--- src/rtl/mp_uart_pkg.sv ---
package mp_uart_pkg;
  typedef enum logic [1:0] {
    ADDR_DATA = 2'd0,
    ADDR_STAT = 2'd1,
    ADDR_STN  = 2'd2,
    ADDR_MASK = 2'd3
  } reg_addr_e;

  localparam int unsigned ST_RX_DONE = 0;
  localparam int unsigned ST_TX_DONE = 1;
  localparam int unsigned ST_OVR     = 2;
  localparam int unsigned ST_FERR    = 3;
  localparam int unsigned ST_RB8     = 4;
  localparam int unsigned ST_TB8     = 5;
  localparam int unsigned ST_NINE    = 6;
  localparam int unsigned ST_MP      = 7;
endpackage

--- src/rtl/mp_uart_tx.sv ---
module mp_uart_tx #(
  parameter int unsigned DW  = 8,
  parameter int unsigned OVS = 16
) (
  input  logic          clk_i,
  input  logic          rst_ni,
  input  logic          tick_i,
  input  logic          start_i,
  input  logic [DW-1:0] data_i,
  input  logic          nine_i,
  input  logic          bit8_i,
  output logic          busy_o,
  output logic          done_o,
  output logic          txd_o
);
  localparam int unsigned CW = $clog2(OVS);
  localparam int unsigned FW = DW + 3;
  localparam int unsigned BW = $clog2(FW + 1);

  logic [FW-1:0] sh_q;
  logic [CW-1:0] cnt_q;
  logic [BW-1:0] idx_q;
  logic          nine_q;
  logic [BW-1:0] last_idx;

  assign last_idx = nine_q ? BW'(FW - 1) : BW'(FW - 2);
  assign txd_o    = busy_o ? sh_q[0] : 1'b1;

  always_ff @(posedge clk_i or negedge rst_ni) begin
    if (!rst_ni) begin
      sh_q   <= '1;
      cnt_q  <= '0;
      idx_q  <= '0;
      nine_q <= 1'b0;
      busy_o <= 1'b0;
      done_o <= 1'b0;
    end else begin
      done_o <= 1'b0;
      if (!busy_o && start_i) begin
        sh_q   <= {1'b1, (nine_i ? bit8_i : 1'b1), data_i, 1'b0};
        nine_q <= nine_i;
        cnt_q  <= '0;
        idx_q  <= '0;
        busy_o <= 1'b1;
      end else if (busy_o && tick_i) begin
        if (cnt_q == CW'(OVS - 1)) begin
          cnt_q <= '0;
          sh_q  <= {1'b1, sh_q[FW-1:1]};
          if (idx_q == last_idx) begin
            busy_o <= 1'b0;
            done_o <= 1'b1;
          end else begin
            idx_q <= idx_q + 1'b1;
          end
        end else begin
          cnt_q <= cnt_q + 1'b1;
        end
      end
    end
  end

  a_r2_start_bit_low: assert property (@(posedge clk_i) disable iff (!rst_ni)
    (start_i && !busy_o) |=> (txd_o == 1'b0));
  a_r4_done_ends_busy: assert property (@(posedge clk_i) disable iff (!rst_ni)
    done_o |-> !busy_o);
  a_r2_busy_holds_frame: assert property (@(posedge clk_i) disable iff (!rst_ni)
    (busy_o && !tick_i) |=> $stable(txd_o));
endmodule

--- src/rtl/mp_uart_rx.sv ---
module mp_uart_rx #(
  parameter int unsigned DW  = 8,
  parameter int unsigned OVS = 16
) (
  input  logic          clk_i,
  input  logic          rst_ni,
  input  logic          tick_i,
  input  logic          rxd_i,
  input  logic          nine_i,
  output logic          done_o,
  output logic [DW-1:0] data_o,
  output logic          bit8_o,
  output logic          stop_o
);
  localparam int unsigned CW  = $clog2(OVS);
  localparam int unsigned BW  = $clog2(DW + 3);
  localparam int unsigned MID = OVS / 2 - 1;

  logic [1:0]    sync_q;
  logic          rxs;
  logic          active_q;
  logic [CW-1:0] cnt_q;
  logic [BW-1:0] idx_q;
  logic          s0_q, s1_q;
  logic [DW:0]   shr_q;
  logic          maj;
  logic [BW-1:0] last_idx;

  assign rxs      = sync_q[1];
  assign maj      = (s0_q & s1_q) | (s0_q & rxs) | (s1_q & rxs);
  assign last_idx = nine_i ? BW'(DW + 2) : BW'(DW + 1);

  always_ff @(posedge clk_i or negedge rst_ni) begin
    if (!rst_ni) begin
      sync_q   <= 2'b11;
      active_q <= 1'b0;
      cnt_q    <= '0;
      idx_q    <= '0;
      s0_q     <= 1'b1;
      s1_q     <= 1'b1;
      shr_q    <= '0;
      done_o   <= 1'b0;
      data_o   <= '0;
      bit8_o   <= 1'b0;
      stop_o   <= 1'b1;
    end else begin
      sync_q <= {sync_q[0], rxd_i};
      done_o <= 1'b0;
      if (tick_i) begin
        if (!active_q) begin
          if (!rxs) begin
            active_q <= 1'b1;
            cnt_q    <= CW'(1);
            idx_q    <= '0;
            shr_q    <= '0;
          end
        end else begin
          cnt_q <= (cnt_q == CW'(OVS - 1)) ? '0 : cnt_q + 1'b1;
          if (cnt_q == CW'(MID))     s0_q <= rxs;
          if (cnt_q == CW'(MID + 1)) s1_q <= rxs;
          if (cnt_q == CW'(MID + 2)) begin
            if (idx_q == '0) begin
              if (maj) active_q <= 1'b0;
              else     idx_q    <= idx_q + 1'b1;
            end else if (idx_q == last_idx) begin
              active_q <= 1'b0;
              done_o   <= 1'b1;
              data_o   <= shr_q[DW-1:0];
              bit8_o   <= nine_i & shr_q[DW];
              stop_o   <= maj;
            end else begin
              shr_q[idx_q - BW'(1)] <= maj;
              idx_q <= idx_q + 1'b1;
            end
          end
        end
      end
    end
  end

  a_r10_start_needs_low: assert property (@(posedge clk_i) disable iff (!rst_ni)
    $rose(active_q) |-> !$past(rxs));
  a_r3_done_single_pulse: assert property (@(posedge clk_i) disable iff (!rst_ni)
    done_o |=> !done_o);
endmodule

--- src/rtl/mp_uart_addr_match.sv ---
module mp_uart_addr_match #(
  parameter int unsigned DW = 8
) (
  input  logic [DW-1:0] addr_i,
  input  logic [DW-1:0] station_i,
  input  logic [DW-1:0] mask_i,
  output logic          hit_o
);
  logic [DW-1:0] miss;

  for (genvar g = 0; g < DW; g++) begin : g_bit
    assign miss[g] = mask_i[g] & (addr_i[g] ^ station_i[g]);
  end

  assign hit_o = ~|miss;
endmodule

--- src/rtl/mp_uart.sv ---
module mp_uart
  import mp_uart_pkg::*;
#(
  parameter int unsigned DW  = 8,
  parameter int unsigned OVS = 16
) (
  input  logic          clk_i,
  input  logic          rst_ni,
  input  logic          tick_i,
  input  logic [1:0]    addr_i,
  input  logic          wr_i,
  input  logic          rd_i,
  input  logic [DW-1:0] wdata_i,
  output logic [DW-1:0] rdata_o,
  input  logic          rxd_i,
  output logic          txd_o,
  output logic          irq_o
);
  logic [DW-1:0] hold_q, stn_q, msk_q;
  logic unread_q, rx_done_q, tx_done_q, ovr_q, ferr_q, rb8_q, tb8_q, nine_q, mp_q;

  logic          wr_stat, wr_data, rd_data;
  logic          tx_busy, tx_fin;
  logic          rx_fin, rx_b8, rx_stop, hit, accept;
  logic [DW-1:0] rx_byte;
  logic [7:0]    status;

  assign wr_stat = wr_i && (addr_i == ADDR_STAT);
  assign wr_data = wr_i && (addr_i == ADDR_DATA);
  assign rd_data = rd_i && (addr_i == ADDR_DATA);

  mp_uart_tx #(.DW(DW), .OVS(OVS)) u_tx (
    .clk_i, .rst_ni, .tick_i,
    .start_i (wr_data),
    .data_i  (wdata_i),
    .nine_i  (nine_q),
    .bit8_i  (tb8_q),
    .busy_o  (tx_busy),
    .done_o  (tx_fin),
    .txd_o
  );

  mp_uart_rx #(.DW(DW), .OVS(OVS)) u_rx (
    .clk_i, .rst_ni, .tick_i, .rxd_i,
    .nine_i (nine_q),
    .done_o (rx_fin),
    .data_o (rx_byte),
    .bit8_o (rx_b8),
    .stop_o (rx_stop)
  );

  mp_uart_addr_match #(.DW(DW)) u_match (
    .addr_i    (rx_byte),
    .station_i (stn_q),
    .mask_i    (msk_q),
    .hit_o     (hit)
  );

  assign accept = rx_fin && (!mp_q || (rx_b8 && hit));
  assign irq_o  = rx_done_q | tx_done_q;
  assign status = {mp_q, nine_q, tb8_q, rb8_q, ferr_q, ovr_q, tx_done_q, rx_done_q};

  always_comb begin
    case (addr_i)
      ADDR_DATA: rdata_o = hold_q;
      ADDR_STAT: rdata_o = DW'(status);
      ADDR_STN:  rdata_o = stn_q;
      default:   rdata_o = msk_q;
    endcase
  end

  always_ff @(posedge clk_i or negedge rst_ni) begin
    if (!rst_ni) begin
      hold_q <= '0; stn_q <= '0; msk_q <= '0;
      unread_q <= 1'b0; rx_done_q <= 1'b0; tx_done_q <= 1'b0;
      ovr_q <= 1'b0; ferr_q <= 1'b0; rb8_q <= 1'b0;
      tb8_q <= 1'b0; nine_q <= 1'b0; mp_q <= 1'b0;
    end else begin
      if (wr_stat) begin
        rx_done_q <= rx_done_q & wdata_i[ST_RX_DONE];
        tx_done_q <= tx_done_q & wdata_i[ST_TX_DONE];
        ovr_q     <= ovr_q     & wdata_i[ST_OVR];
        ferr_q    <= ferr_q    & wdata_i[ST_FERR];
        tb8_q     <= wdata_i[ST_TB8];
        nine_q    <= wdata_i[ST_NINE];
        mp_q      <= wdata_i[ST_MP];
      end
      if (wr_i && addr_i == ADDR_STN)  stn_q <= wdata_i;
      if (wr_i && addr_i == ADDR_MASK) msk_q <= wdata_i;
      if (rd_data) unread_q <= 1'b0;
      if (tx_fin) tx_done_q <= 1'b1;
      if (accept) begin
        hold_q    <= rx_byte;
        rb8_q     <= rx_b8;
        rx_done_q <= 1'b1;
        unread_q  <= 1'b1;
        if (unread_q) ovr_q  <= 1'b1;
        if (!rx_stop) ferr_q <= 1'b1;
      end
    end
  end

  a_r5_rx_done_sticky: assert property (@(posedge clk_i) disable iff (!rst_ni)
    (rx_done_q && !wr_stat) |=> rx_done_q);
  a_r5_tx_done_sticky: assert property (@(posedge clk_i) disable iff (!rst_ni)
    (tx_done_q && !wr_stat) |=> tx_done_q);
  a_r6_overrun_needs_unread: assert property (@(posedge clk_i) disable iff (!rst_ni)
    $rose(ovr_q) |-> $past(unread_q));
  a_r9_data_frame_dropped: assert property (@(posedge clk_i) disable iff (!rst_ni)
    (rx_fin && mp_q && !rx_b8 && !wr_stat) |=> ($stable(hold_q) && $stable(rx_done_q)));
  a_r8_address_miss_dropped: assert property (@(posedge clk_i) disable iff (!rst_ni)
    (rx_fin && mp_q && rx_b8 && !hit) |=> $stable(hold_q));
  a_r2_no_start_while_busy: assert property (@(posedge clk_i) disable iff (!rst_ni)
    (wr_data && tx_busy) |=> !tx_fin || $past(tx_fin));
endmodule

--- config.mk ---
export PLATFORM = sky130hd
export DESIGN_NAME = mp_uart
export DESIGN_NICKNAME = d
export VERILOG_FILES = /design/src/rtl/mp_uart_pkg.sv /design/src/rtl/mp_uart_tx.sv /design/src/rtl/mp_uart_rx.sv /design/src/rtl/mp_uart_addr_match.sv /design/src/rtl/mp_uart.sv
export SDC_FILE = /design/constraint.sdc
export NUM_CORES = 1
export LEC_CHECK = 0
export BUFFER_PORTS_ARGS = -buffer_cell sky130_fd_sc_hd__clkbuf_2
export CAP_MARGIN = 20
export CELL_PAD_IN_SITES_DETAIL_PLACEMENT = 0
export CELL_PAD_IN_SITES_GLOBAL_PLACEMENT = 1
export CORE_ASPECT_RATIO = 1.5
export CORE_MARGIN = 3
export CORE_UTILIZATION = 53
export CTS_BUF_LIST = sky130_fd_sc_hd__clkbuf_16
export CTS_CLUSTER_DIAMETER = 120
export DETAILED_ROUTE_END_ITERATION = 8
export GPL_ROUTABILITY_DRIVEN = 0
export PLACE_DENSITY = 0.83
export SLEW_MARGIN = 20
export SYNTH_ARGS = -nofsm -noshare
export SYNTH_HDL_FRONTEND = slang
export SYNTH_HIERARCHICAL = 1
export SYNTH_SLANG_ARGS = --single-unit
export TNS_END_PERCENT = 1
--- constraint.sdc ---
create_clock -name clk_i -period 4.73 [get_ports clk_i]
set_input_delay 0 -clock clk_i [delete_from_list [all_inputs] [get_ports clk_i]]
set_output_delay 0 -clock clk_i [all_outputs]
set_load 0.05 [all_outputs]
Word-level counts from Yosys, hierarchy flattened:

Cells that the tools add are included.

* register bits: 88
* output and inout port bits: 10

* bitwise operators: 28
* $add $sub $neg: 5
* order comparisons: 2
* multiplexer cells: 63
* reduce and logical (&&, ||, !) cells: 32
* eq/ne operators: 17

Operator list (number)
* $mux 4: 16
* $mux 9: 5
* $mux 1: 34
* $mux 11: 3
* $pmux 8 s3: 1
* $add 4x1->4 const B: 4
* $and 1x1->1: 16
* $eq 4x4->1 const B: 4
* $reduce_and 5->1: 3
* $reduce_and 3->1: 4
* $reduce_bool 2->1: 6
* $logic_and 1x1->1: 10
* $bwmux 9: 1
* $eq 4x4->1: 2
* $ne 2x2->1 const B: 4
* $reduce_or 8->1: 1
* $xor 1x1->1: 8
* $ne 3x3->1 const B: 2
* $lt 4x5->1 const B: 1
* $demux 1 s4: 1
* $eq 2x2->1 const B: 2
* $eq 4x3->1 const B: 1
* $ge 4x1->1 const B: 1
* $logic_not 4->1: 1
* other kinds (10): 16

Longest topological paths before layout:

* depth after elaboration: 10
* mapped depth: 9
* gate-level depth less buffers: 7

Hierarchy:

The synthesis kept the hierarchy.

Modules (own cells, without submodules)
* mp_uart_rx: area each 1870.5 µm², instances 1, cells an instance 176, sequential area each 832.0 µm²
* mp_uart: area each 1607.8 µm², instances 1, cells an instance 119, sequential area each 825.8 µm²
* mp_uart_tx: area each 1133.6 µm², instances 1, cells an instance 115, sequential area each 538.0 µm²
* mp_uart_addr_match: area each 108.9 µm², instances 1, cells an instance 13, sequential area each 0.0 µm²

Least setup slack after synthesis:

No wires, ideal clock.

* kind: register -> register
* from: register u_rx.idx_q[0]
* to: register u_rx.shr_q[7]
* path slack: 2.871 ns
* cell stages (with the launch flop): 9
* data required time: 4.609 ns
* arrival time: 1.738 ns
* path buffers: 1
* path through: dfrtp_1 inv_1 ha_1 buf_6 and4bb_1 nor2b_4 nand3_4 a31o_1 a22o_1

* word-level cells in the longest chain between the ends: 10

RTL lines
* from (decl): line mp_uart_rx.sv:23 `logic [BW-1:0] idx_q;`
* from (signal assigned): line mp_uart_rx.sv:64 `else idx_q <= idx_q + 1'b1;`
* from (signal assigned): line mp_uart_rx.sv:73 `idx_q <= idx_q + 1'b1;`
* $sub 4x1->4: line mp_uart_rx.sv:72 `shr_q[idx_q - BW'(1)] <= maj;`
* $lt 4x5->1 (implied by the code) / $ge 4x1->1 (equally long branches): line mp_uart_rx.sv:72
* $logic_and 1x1->1 (implied by the code): line mp_uart_rx.sv:72
* $mux 1 (implied by the code): line mp_uart_rx.sv:72
* $demux 1 s4
* $bwmux 9: line mp_uart_rx.sv:72
* $mux 9: line mp_uart_rx.sv:65 `end else if (idx_q == last_idx) begin`
* $mux 9: line mp_uart_rx.sv:62 `if (idx_q == '0) begin`
* $mux 9: line mp_uart_rx.sv:61 `if (cnt_q == CW'(MID + 2)) begin`
* $mux 9: line mp_uart_rx.sv:50 `if (!active_q) begin`
* to (signal, indexed assignment): line mp_uart_rx.sv:72
* to (decl): line mp_uart_rx.sv:25 `logic [DW:0] shr_q;`

Several ways; a longest one is shown, not always the timed one. The select of a mux whose other input is x is not followed.
A chain may end at the register's enable or synchronous reset.

Final worst setup path:

* from: register u_rx.idx_q[1]
* to: register u_rx.shr_q[2]

The elaborated chain is that of the path after synthesis.

==> impl_metrics.json <==
{
  "status": "finished, final reports clean",
  "vias": 3368,
  "final_cell_mix": "dfrtp_1 (72), nand2_1 (39), inv_1 (30), mux2_2 (25), clkbuf_2 (24)",
  "io_buffers": 25,
  "p_per_area_nw_per_um2": 448.9,
  "floorplan.initialDensity": 0.5510,
  "setup_slack_ns": 2.670,
  "syn_inst": 423,
  "arrival_ns": 2.32,
  "worst_pin_slew_ns": 0.9808,
  "worstPathRequired_ns": 4.99,
  "pin_count": 26,
  "synthFlopType": "dfrtp_1",
  "pre_cts_ws_ns": 2.702,
  "hold_class": "primary input to flip-flop",
  "rsz0062_at_grt": "no",
  "drive_gt1_frac": 0.2555,
  "swShare": 0.3432,
  "final-setup-viol-count": 0,
  "antenna_left": 0,
  "post_cts_buffers": 0,
  "reg2reg_slack_ns": 2.67,
  "max_cap_viol_count": 0,
  "cp-end-kind": "flip-flop",
  "grt.total_usage": 0.2116,
  "synthArstFlopShare": 1.000,
  "tritoncts": "yes",
  "ys_seq_area_frac": 0.4651,
  "hold_ws_ns": 0.02237,
  "synth_cell_type_count": 76,
  "synth-compound-area-share": 0.1614,
  "post_drt_wl_per_cell_um": 18.10,
  "dieArea_um2": 10100,
  "leakagePower_nw": 2.215,
  "core_area_um2": 8567,
  "drv_slew": 0,
  "cts.sinks": 87,
  "row_count": 41,
  "synth-xor-area-share": 0.01484,
  "drtIter0Drc": 167,
  "critPathKind": "flip-flop to flip-flop",
  "min_period_ns": 2.060,
  "slowest_delay_ns": 0.48,
  "cp_slowest_cell": "dfrtp_1",
  "layout.nets": 475,
  "final_common_cell": "dfrtp_1",
  "ctsLongestPathBuffers": 2,
  "fillers": 705,
  "clk_latency_ns": 0.34,
  "hpwl_mm": 7.298,
  "whs_path_depth": 3,
  "multiInputGateArea_um2": 2271,
  "busiest_layer": "met2",
  "synthMuxAreaShare": 0.1116,
  "p_sw_mw": 0.8031,
  "p_clk_frac": 0.272,
  "path_cells": "inv_1 -> ha_1 -> and4bb_1 -> nor2b_4 -> nand4_1 -> nand3b_1 -> o21ai_1",
  "ys_seq_elements": 87,
  "fp.dieW_um": 83.06,
  "viasPerCell": 6.004,
  "cts_buffers": 9,
  "r2r_cells": 7,
  "path_max_fanout": 9,
  "finalSetupTns_ns": 0,
  "area_delta_synth_final_pct": 10.42,
  "synth-simple-area-share": 0.1646,
  "wirelength_mm": 10.16,
  "syn_avg_cell_area_um2": 11.16,
  "intPower_mw": 1.537,
  "ir_worst_vdd_mv": 0.2463,
  "use_met2": 0.3815,
  "post-route-util": 0.6084,
  "final-hold-violation-count": 0,
  "period_share": 0.4354,
  "htree_levels": 3,
  "grt_pass1_wl_mm": 17.15,
  "yosys_warnings": 6,
  "synthAdderAreaFrac": 0.02862,
  "met3_usage": 0.03383,
  "root_buffer": "clkbuf_16",
  "p_comb_frac": 0.267,
  "grt_use_met1": 0.2499,
  "drt_pass1_iterations": 6,
  "drc": 0,
  "clk_pin_slew_ns": 0.06,
  "synth-edff-count": 0,
  "n_antenna_cell": 0,
  "pwr-share-seq": 0.460,
  "grt_pass1_vias": 3474,
  "grt_antenna_before_repair": 0,
  "syn_nets": 449,
  "critPathLaunchType": "flip-flop",
  "skew_ns": 0.008464,
  "grt_max_degree": 88,
  "syn-cell-area_um2": 4721,
  "fmax_mhz": 485.5,
  "die_h_um": 121.6,
  "slew_headroom": 0.3448,
  "synth_top_family_by_area": "simple AND/OR/NAND/NOR gates",
  "seqCellArea_um2": 2196,
  "overflow": 0
}
repair_timing:
| item | in CTS | in global routing |
|---|---|---|
| hold buffers | 10 | 0 |
| endpoints found under the hold margin | 97 | 0 |
| resized for setup | 0 | 0 |
| setup endpoints to repair | 0 | 0 |
area by class of cell:
cell class	instances	area share
multi-input combinational	287	0.4357
tap	107	0.02568
inverter	28	0.02016
clock inverter	7	0.008161
timing repair buffer	36	0.04585
sequential	87	0.4213
clock buffer	9	0.04321
logic make-up (layout without fill, tap and decap cells):
| family | Yosys count | after routing |
|---|---|---|
| XOR/XNOR | 8 | 8 |
| buffers and inverters | 49 | 80 |
| adder cells (fa/ha/maj) | 11 | 11 |
| AND/OR/NAND/NOR | 126 | 126 |
| flip-flops | 87 | 87 |
| AO/OA/AOI/OAI | 104 | 104 |
| multiplexers | 38 | 38 |
critical path: cells and delay by family, from the launching register on:
family                     cells  cell delay, ns
and+or+nand+nor                4            0.90
DFF                            1            0.48
adders and majority gates      1            0.29
AOI/OAI and AO/OA              1            0.17
buffers and inverters          1            0.14
through the flow:
stage	std cells	total power [mW]	area, um^2
3_5_place_dp	535	1.706	4841
4_1_cts	561	2.354	5209
2_1_floorplan	423	1.539	4721
5_1_grt	561	2.482	5213
6_report	561	2.340	5213
3_3_place_gp	535	1.684	4841
sequential cells by signal (all words and copies together), names as in the netlist, 8 cells and up:
register,flops
u_tx/sh_q,10
u_rx/shr_q,9
hold_q,8
msk_q,8
stn_q,8
u_rx/data_o,8
per-layer routing:
metal  vias up  wire length, um
li1       1624                -
met1      1682             4270
met2        46             5451
met3        16              201
met4         0              232
met5         -                0
cell usage after synthesis, types with 3 or more instances:
cell / instances / area share
dfrtp_1: 72 / 0.38
nor2b_1: 5 / 0.0066
buf_2: 11 / 0.012
mux2_4: 3 / 0.0095
o31ai_1: 5 / 0.0080
a31oi_1: 6 / 0.0080
ha_1: 10 / 0.027
inv_1: 28 / 0.022
nor2_1: 6 / 0.0048
and3_1: 3 / 0.0040
dfstp_2: 15 / 0.083
a22oi_1: 5 / 0.0080
nor4bb_1: 3 / 0.0064
nand3_1: 18 / 0.019
mux4_2: 8 / 0.038
o211ai_1: 9 / 0.014
mux2_2: 25 / 0.060
o21ai_1: 6 / 0.0064
a21boi_0: 5 / 0.0080
a21oi_1: 6 / 0.0064
o21ai_0: 18 / 0.019
nand2_1: 39 / 0.031
o22ai_1: 4 / 0.0053
o32ai_1: 10 / 0.019
clkbuf_1: 3 / 0.0024
nand2b_1: 7 / 0.0093
buf_6: 6 / 0.014
a31o_1: 4 / 0.0074
nand4_1: 8 / 0.011
nand3b_1: 7 / 0.011
xor2_1: 8 / 0.015
a22o_1: 7 / 0.013
power by group through the flow:
stage          sequential, mW  combinational [mW]  clock (mW)
6_report                 1.08               0.625       0.638
5_1_grt                  1.10               0.700       0.683
4_1_cts                  1.07               0.630       0.650
3_5_place_dp             1.09               0.620           0
3_3_place_gp             1.08               0.605           0
2_1_floorplan            1.03               0.509           0
worst paths after layout:
path / start / end
worst max register to register: u_rx/idx_q[1] / u_rx/shr_q[2]
worst max-delay path: u_rx/idx_q[1] / u_rx/shr_q[2]
worst min register to register: u_rx/sync_q[0] / u_rx/sync_q[1]
min in group asynchronous: rst_ni / msk_q[7]
worst min-delay path: rd_i / unread_q
max in group asynchronous: rst_ni / u_tx/idx_q[3]
(Power assumes the default switching activity.)
